[config.mk]
export PLATFORM = sky130hd
export DESIGN_NAME = ledtile_top
export DESIGN_NICKNAME = d
export VERILOG_FILES = /design/src/rtl/ledtile_pkg.sv /design/src/rtl/ledtile_sel_chain.sv /design/src/rtl/ledtile_wr_bank.sv /design/src/rtl/ledtile_show_reg.sv /design/src/rtl/ledtile_top.sv
export SDC_FILE = /design/constraint.sdc
export NUM_CORES = 1
export LEC_CHECK = 0
export CORE_AREA = 2 2 148 150
export CTS_CLUSTER_SIZE = 14
export DETAILED_ROUTE_END_ITERATION = 12
export DIE_AREA = 0 0 150 152
export PLACE_DENSITY = 0.75
export SLEW_MARGIN = 20
export SYNTH_ARGS = -nofsm -noshare
export SYNTH_HDL_FRONTEND = slang
export SYNTH_HIERARCHICAL = 1
export SYNTH_SLANG_ARGS = --single-unit
[constraint.sdc]
create_clock -name clk -period 1.9 [get_ports clk]
set_input_delay 0.285 -clock clk [delete_from_list [all_inputs] [get_ports clk]]
set_output_delay 0.285 -clock clk [all_outputs]
set_load 0.03 [all_outputs]
[src/rtl/ledtile_pkg.sv]
package ledtile_pkg;

  localparam int BYTE_W = 8;

  // Least significant output bit of byte lane k in a half of `cols` columns,
  // with column 0 sitting at the most significant bit.
  function automatic int byte_lane_lsb(input int k, input int cols);
    return cols - BYTE_W * (k + 1);
  endfunction

endpackage

[src/rtl/ledtile_sel_chain.sv]
module ledtile_sel_chain #(
  parameter int SEL_W = 4
) (
  input  logic [SEL_W-1:0] sel_in,
  output logic [SEL_W-1:0] sel_out,
  output logic             own_sel
);

  assign own_sel = sel_in[0];

  for (genvar i = 0; i < SEL_W; i++) begin : g_rot
    assign sel_out[i] = sel_in[(i + 1) % SEL_W];
  end

  // rotation neither creates nor drops enable lines
  always_comb begin
    assert_rot_keeps_count_R9: assert ($countones(sel_out) == $countones(sel_in));
  end

endmodule

[src/rtl/ledtile_wr_bank.sv]
module ledtile_wr_bank #(
  parameter int NUM_LATCH = 16,
  parameter int BYTE_W    = 8,
  localparam int IDX_W    = $clog2(NUM_LATCH)
) (
  input  logic                             clk,
  input  logic                             rst_n,
  input  logic                             wr_fire,
  input  logic [IDX_W-1:0]                 wr_idx,
  input  logic [BYTE_W-1:0]                wr_data,
  output logic [NUM_LATCH-1:0][BYTE_W-1:0] bank_q
);

  for (genvar i = 0; i < NUM_LATCH; i++) begin : g_byte
    logic hit;
    assign hit = wr_fire && (wr_idx == IDX_W'(i));
    always_ff @(posedge clk or negedge rst_n) begin
      if (!rst_n)   bank_q[i] <= '0;
      else if (hit) bank_q[i] <= wr_data;
    end
  end

  assert_write_lands_R2: assert property (@(posedge clk) disable iff (!rst_n)
    wr_fire |=> bank_q[$past(wr_idx)] == $past(wr_data));

  assert_idle_bank_holds_R3: assert property (@(posedge clk) disable iff (!rst_n)
    !wr_fire |=> $stable(bank_q));

endmodule

[src/rtl/ledtile_show_reg.sv]
module ledtile_show_reg #(
  parameter int COLS      = 64,
  parameter int ROWS_HALF = 16,
  parameter int BYTE_W    = 8,
  localparam int LATCH_HALF = COLS / BYTE_W,
  localparam int NUM_LATCH  = 2 * LATCH_HALF,
  localparam int ROW_W      = $clog2(ROWS_HALF)
) (
  input  logic                             clk,
  input  logic                             rst_n,
  input  logic                             xfer,
  input  logic [NUM_LATCH-1:0][BYTE_W-1:0] bank_q,
  input  logic [ROW_W-1:0]                 row_code,
  output logic [COLS-1:0]                  upper_cols,
  output logic [COLS-1:0]                  lower_cols,
  output logic [ROWS_HALF-1:0]             row_sel
);

  logic [NUM_LATCH-1:0][BYTE_W-1:0] disp_q;
  logic [ROW_W-1:0]                 row_q;

  function automatic logic [ROWS_HALF-1:0] row_decode(input logic [ROW_W-1:0] code);
    logic [ROWS_HALF-1:0] v;
    v = '0;
    v[code] = 1'b1;
    return v;
  endfunction

  always_ff @(posedge clk or negedge rst_n) begin
    if (!rst_n) begin
      disp_q <= '0;
      row_q  <= '0;
    end else if (xfer) begin
      disp_q <= bank_q;
      row_q  <= row_code;
    end
  end

  assign row_sel = row_decode(row_q);

  for (genvar k = 0; k < LATCH_HALF; k++) begin : g_lane
    localparam int LSB = ledtile_pkg::byte_lane_lsb(k, COLS);
    assign upper_cols[LSB +: BYTE_W] = disp_q[k];
    assign lower_cols[LSB +: BYTE_W] = disp_q[k + LATCH_HALF];
  end

  // a transfer takes the first stage as it stood before the edge
  assert_xfer_copies_R6: assert property (@(posedge clk) disable iff (!rst_n)
    xfer |=> disp_q == $past(bank_q));

  assert_cols_hold_R6: assert property (@(posedge clk) disable iff (!rst_n)
    !xfer |=> $stable(upper_cols) && $stable(lower_cols));

  assert_row_onehot_R8: assert property (@(posedge clk) disable iff (!rst_n)
    $countones(row_sel) == 1);

  assert_row_follows_R8: assert property (@(posedge clk) disable iff (!rst_n)
    xfer |=> row_sel[$past(row_code)]);

  assert_row_holds_R8: assert property (@(posedge clk) disable iff (!rst_n)
    !xfer |=> $stable(row_sel));

endmodule

[src/rtl/ledtile_top.sv]
module ledtile_top #(
  parameter int COLS      = 64,
  parameter int ROWS_HALF = 16,
  parameter int SEL_W     = 4,
  localparam int BYTE_W     = ledtile_pkg::BYTE_W,
  localparam int LATCH_HALF = COLS / BYTE_W,
  localparam int NUM_LATCH  = 2 * LATCH_HALF,
  localparam int IDX_W      = $clog2(NUM_LATCH),
  localparam int ROW_W      = $clog2(ROWS_HALF)
) (
  input  logic                 clk,
  input  logic                 rst_n,
  input  logic [SEL_W-1:0]     sel_in,
  output logic [SEL_W-1:0]     sel_out,
  input  logic                 wr_en,
  input  logic [IDX_W-1:0]     wr_idx,
  input  logic [BYTE_W-1:0]    wr_data,
  input  logic                 xfer,
  input  logic [ROW_W-1:0]     row_code,
  output logic [ROWS_HALF-1:0] row_sel,
  output logic [COLS-1:0]      upper_cols,
  output logic [COLS-1:0]      lower_cols
);

  logic                             own_sel;
  logic                             wr_fire;
  logic [NUM_LATCH-1:0][BYTE_W-1:0] bank_q;

  ledtile_sel_chain #(.SEL_W(SEL_W)) u_chain (
    .sel_in (sel_in),
    .sel_out(sel_out),
    .own_sel(own_sel)
  );

  assign wr_fire = wr_en && own_sel;

  ledtile_wr_bank #(.NUM_LATCH(NUM_LATCH), .BYTE_W(BYTE_W)) u_bank (
    .clk    (clk),
    .rst_n  (rst_n),
    .wr_fire(wr_fire),
    .wr_idx (wr_idx),
    .wr_data(wr_data),
    .bank_q (bank_q)
  );

  ledtile_show_reg #(.COLS(COLS), .ROWS_HALF(ROWS_HALF), .BYTE_W(BYTE_W)) u_show (
    .clk       (clk),
    .rst_n     (rst_n),
    .xfer      (xfer),
    .bank_q    (bank_q),
    .row_code  (row_code),
    .upper_cols(upper_cols),
    .lower_cols(lower_cols),
    .row_sel   (row_sel)
  );

  // a deselected tile never changes its first stage
  assert_deselected_ignored_R3: assert property (@(posedge clk) disable iff (!rst_n)
    !sel_in[0] |=> $stable(bank_q));

endmodule

Word-level counts from Yosys, hierarchy flattened --
Cells that the tools add are included. W data, S select, Z words.
Storage, ports and cells: output and inout bits 148, register bits after elaboration 260
Cells by class: equal/unequal tests 15, order comparisons 2, mux-type cells 2, reductions and logical operators 19
Operators by type and width (number):
- $eq A4 B4 Y1 const B | 8
- $logic_and A1 B1 Y1 | 18
- $eq A4 B3 Y1 const B | 4
- $eq A4 B2 Y1 const B | 2
- $lt A4 B5 Y1 const B | 1
- $demux W1 S4 | 1
- $eq A4 B1 Y1 const B | 1
- $ge A4 B1 Y1 const B | 1
- $logic_not A4 Y1 | 1
- $mux W1 | 1

Longest topological paths before layout --
word-level depth 4, depth in mapped cells 6, depth with buffers taken out 4

Modules after synthesis --
The synthesis kept the hierarchy.
Modules (own cells, without submodules):
- ledtile_show_reg | area each 5403.9 um^2, instances 1, cells an instance 299
- ledtile_wr_bank | area each 4957.3 um^2, instances 1, cells an instance 294
- ledtile_sel_chain | area each 37.5 um^2, instances 1, cells an instance 5
- ledtile_top | area each 6.3 um^2, instances 1, cells an instance 1

Worst setup path before layout --
OpenSTA, ideal clock, no wires.
path type reg-to-output, from register u_show.row_q[0], to output row_sel[2], buffers on the path 1, data arrival time 1659 ps, required time 1615 ps, stages on the path, launching flop included 3, path slack -44 ps, cells stage by stage dfrtp_1 > buf_2 > nor4b_1
Between the ends: cells in the longest elaborated chain, start to end 4, elaborated cells on any way between the ends 5
RTL lines:
- from (decl) | line ledtile_show_reg.sv:20 | logic [ROW_W-1:0] row_q;
- from (signal assigned) | line ledtile_show_reg.sv:35 | row_q <= row_code;
- $lt A4 B5 Y1 (not written as such) / $ge A4 B1 Y1 (equally long branches) | line ledtile_show_reg.sv:25 | v[code] = 1'b1;
- $logic_and A1 B1 Y1 (not written as such) | line ledtile_show_reg.sv:25
- $mux W1 (not written as such) | line ledtile_show_reg.sv:25
- $demux W1 S4 *
- to (decl) | line ledtile_top.sv:20 | output logic [ROWS_HALF-1:0] row_sel,
Every way passes the cells marked *; elsewhere a longest branch is shown, timed or not.

Worst setup path in the final report --
from register u_show.row_q[2], to output row_sel[1]
The elaborated chain is that of the path after synthesis.

==> metrics.md <==
| Metric | Value |
|---|---|
| Layout cells sized above 1 | 47.69% |
| CP Class | reg2out |
| Top post-synthesis cells by area | dfrtp_1 63%, mux2_2 18%, mux2_4 14% |
| Drt first pass iters | 4 |
| Largest net degree at the start of global routing | 72 |
| Hold Fails Final Rpt | 0 |
| Min-Delay Path Class | in2reg |
| RSZ-0062 raised after global routing | yes |
| Max_cap viols | 0 |
| Final Util | 64.19% |
| Worst-path fanout max | 16 |
| HPWL after DPL | 14560 um |
| Tmin final | 1.923 ns |
| CTS Buf Count | 26 |
| Design Power | 17.03 mW |
| Peak VDD IR | 0.6989 mV |
| IO Pins | 172 |
| Final number of setup-violating endpoints | 2 |
| First-pass GRT wire length | 35540 um |
| Via density | 5.130 |
| Buf/Inv on CP | 2 |
| Worst EP required | 1.62 ns |
| Clock-pin slew on the worst setup and hold paths | 0.06 ns |
| CTS tree | done |
| Number of routed nets with antenna violations | 0 |
| Cell area after synthesis | 10400 sq um |
| DR top layer | met4 |
| Grt total ovfl | 0 |
| Clock sinks | 260 |
| Initial antenna violation count | 0 |
| I/O Buffers | 165 |
| Mean Syn Cell Area | 17.37 sq um |
| Slew headroom | 59.65% |
| Failing checks | setup timing |
| Worst setup EP type | primary output |
| Remaining DRCs | 0 |
| Hold slack | 0.1993 ns |
| # nets final | 829 |
| Synth Instances | 599 |
| Skew-Pair Late Insertion Delay | 0.52 ns |
| Total GRT Usage | 19.83% |
| CORE AREA | 21350 sq um |
| Cell Pwr Density | 1243 nW/um^2 |
| Area leader, netlist | dfrtp_1 |
| Ys Warns | 6 |
| Metal2 WL | 10900 um |
| Final slew viol count | 0 |
| Ant diodes | 0 |
| CTS Buffer Depth | 3 |
| GPL Wtd Cong | 0.7694 |
| Fin crit share | 101.2% |
| CP startpoint kind | flip-flop |
| WL met3 | 1056 um |
| Met1 Routed Length | 10130 um |
| # rows | 54 |
| Initial DRC count | 183 |
| Post-synthesis register bit count | 260 |
| Initial core utilization | 48.73% |
| # H-tree levels | 1 |
| Routed WL | 22430 um |
| Via count of the first global-routing pass | 6160 |
| Slowest-stage cell, CP | dfrtp_2 |
| Crit-path leading delay family | flip-flops |
| Setup ws final | -0.02251 ns |
| Area Growth Syn to Fin | 31.72% |
| Critical path cell sequence | buf_6 -> nor4b_2 -> buf_4 |
| Die width | 150 um |
| Worst slew pin tran | 0.6052 ns |
| Clock Skews | 0.01646 ns |
| Vert. Die Dim | 152 um |
| Routed via count | 5664 |
| Syn_nets | 623 |
| Area share of the largest cell type after synthesis | 62.53% |
| Slowest cell delay on critical path | 0.49 ns |
| Sequential area share after synthesis | 62.53% |
| Clock root buffer | clkbuf_16 |
| Cell variety after synth | 25 |
| Die area | 22800 sq um |
| Crit path DAT | 1.64 ns |
| Leakage | 7.031 nW |
| Status | complete, but fails checks |
| Drt wl/cell | 20.31 um |
| Max Clk Rate | 520.2 MHz |
-- power breakdown --
| part | switching, mW | leakage (nW) | internal, mW |
|---|---|---|---|
| combinational | 2.19 | 3.28 | 2.27 |
| clock | 2.05 | 0.428 | 3.06 |
| sequential | 0.753 | 3.32 | 6.71 |
| total | 4.99 | 7.03 | 12.0 |
-- through the flow --
step           area, sq um  setup WS, ns  instances  TNS [ns]
2_1_floorplan        10410      -0.04436        599   -0.1331
3_3_place_gp         12720       -0.2272       1051    -18.82
3_5_place_dp         12720       -0.2542       1051    -21.39
4_1_cts              13570      -0.06534       1102   -0.1215
5_1_grt              13710      -0.09003       1104   -0.3448
6_report             13710      -0.02251       1104  -0.02930
-- timing repair --
item / 4_1_cts / 5_1_grt
setup buffers: 3 / 2
gates cloned: 0 / 0
hold endpoints to repair: 64 / 0
gates resized for setup: 101 / 62
pin swaps: 0 / 0
hold buffers: 1 / 0
endpoints found under the setup margin: 28 / 55
-- Yosys cell counts, drive strengths merged --
library cell and instances:
and4 1, and4bb 1, and4b 4, nor2 10
nor4bb 5, nor4 1, or3 3, and2 1
nand3b 3, mux2 260, clkbuf 9, nor3b 1
nand2b 3, nor4b 4, buf 29, dfrtp 260
nand2 2, and3 1, nand3 1
-- registers in the layout (all words and copies together) (netlist names) --
name and cells:
u_bank/bank_q 128, u_show/lower_cols 64, u_show/row_q 4, u_show/upper_cols 64
-- cell families after synthesis --
| logic type | share of synthesized area (%) |
|---|---|
| mux | 31.60 |
| simple gates | 3.307 |
| flops | 62.53 |
| buf+inv | 2.561 |
-- layout make-up --
class                      instances  area, sq um
clock inverter                     9        111.4
tap                              280        350.3
sequential                       260         6511
fill                            1540         7645
multi-input combinational        301         3657
clock buffer                      38        765.7
timing repair buffer             216         2310
-- path summary, 6_finish.rpt --
kind / startpoint / endpoint / slack (ns) / cells after the start
max: u_show/row_q[2] / row_sel[1] / -0.02 / 3
min: xfer / u_show/lower_cols[57] / 0.20 / 2
max reg2reg: u_show/row_q[2] / u_show/row_q[2] / 0.88 / 2
min reg2reg: u_bank/bank_q[51] / u_show/upper_cols[11] / 0.49 / 1
max in group asynchronous: rst_n / u_bank/bank_q[41] / 0.89 / 3
min in group asynchronous: rst_n / u_bank/bank_q[2] / 0.32 / 2
-- per-layer routing --
layer / GRT usage (%) / up-vias
met5: 0 / -
met1: 27.94 / 2977
li1: - / 2526
met3: 3.033 / 26
met2: 32.75 / 135
met4: 4.492 / 0
-- cells in the final DEF, fill, tap and decap left out, types with 3 or more instances in the layout --
master | netlist | final
buf_12 | 0 | 18
dfrtp_1 | 260 | 256
mux2_2 | 164 | 164
mux2_4 | 96 | 96
nor2_2 | 9 | 9
dlygate4sd2_1 | 0 | 12
dfrtp_2 | 0 | 4
clkbuf_16 | 0 | 26
clkinv_2 | 0 | 4
nor4bb_1 | 5 | 5
nor4b_2 | 0 | 4
clkbuf_8 | 0 | 7
and4b_1 | 4 | 4
dlymetal6s2s_1 | 0 | 43
clkdlybuf4s50_1 | 0 | 92
nand2b_1 | 3 | 3
clkbuf_1 | 9 | 5
buf_2 | 12 | 6
buf_4 | 6 | 41
or3_1 | 3 | 3
Power figures use the tool's default switching activity.
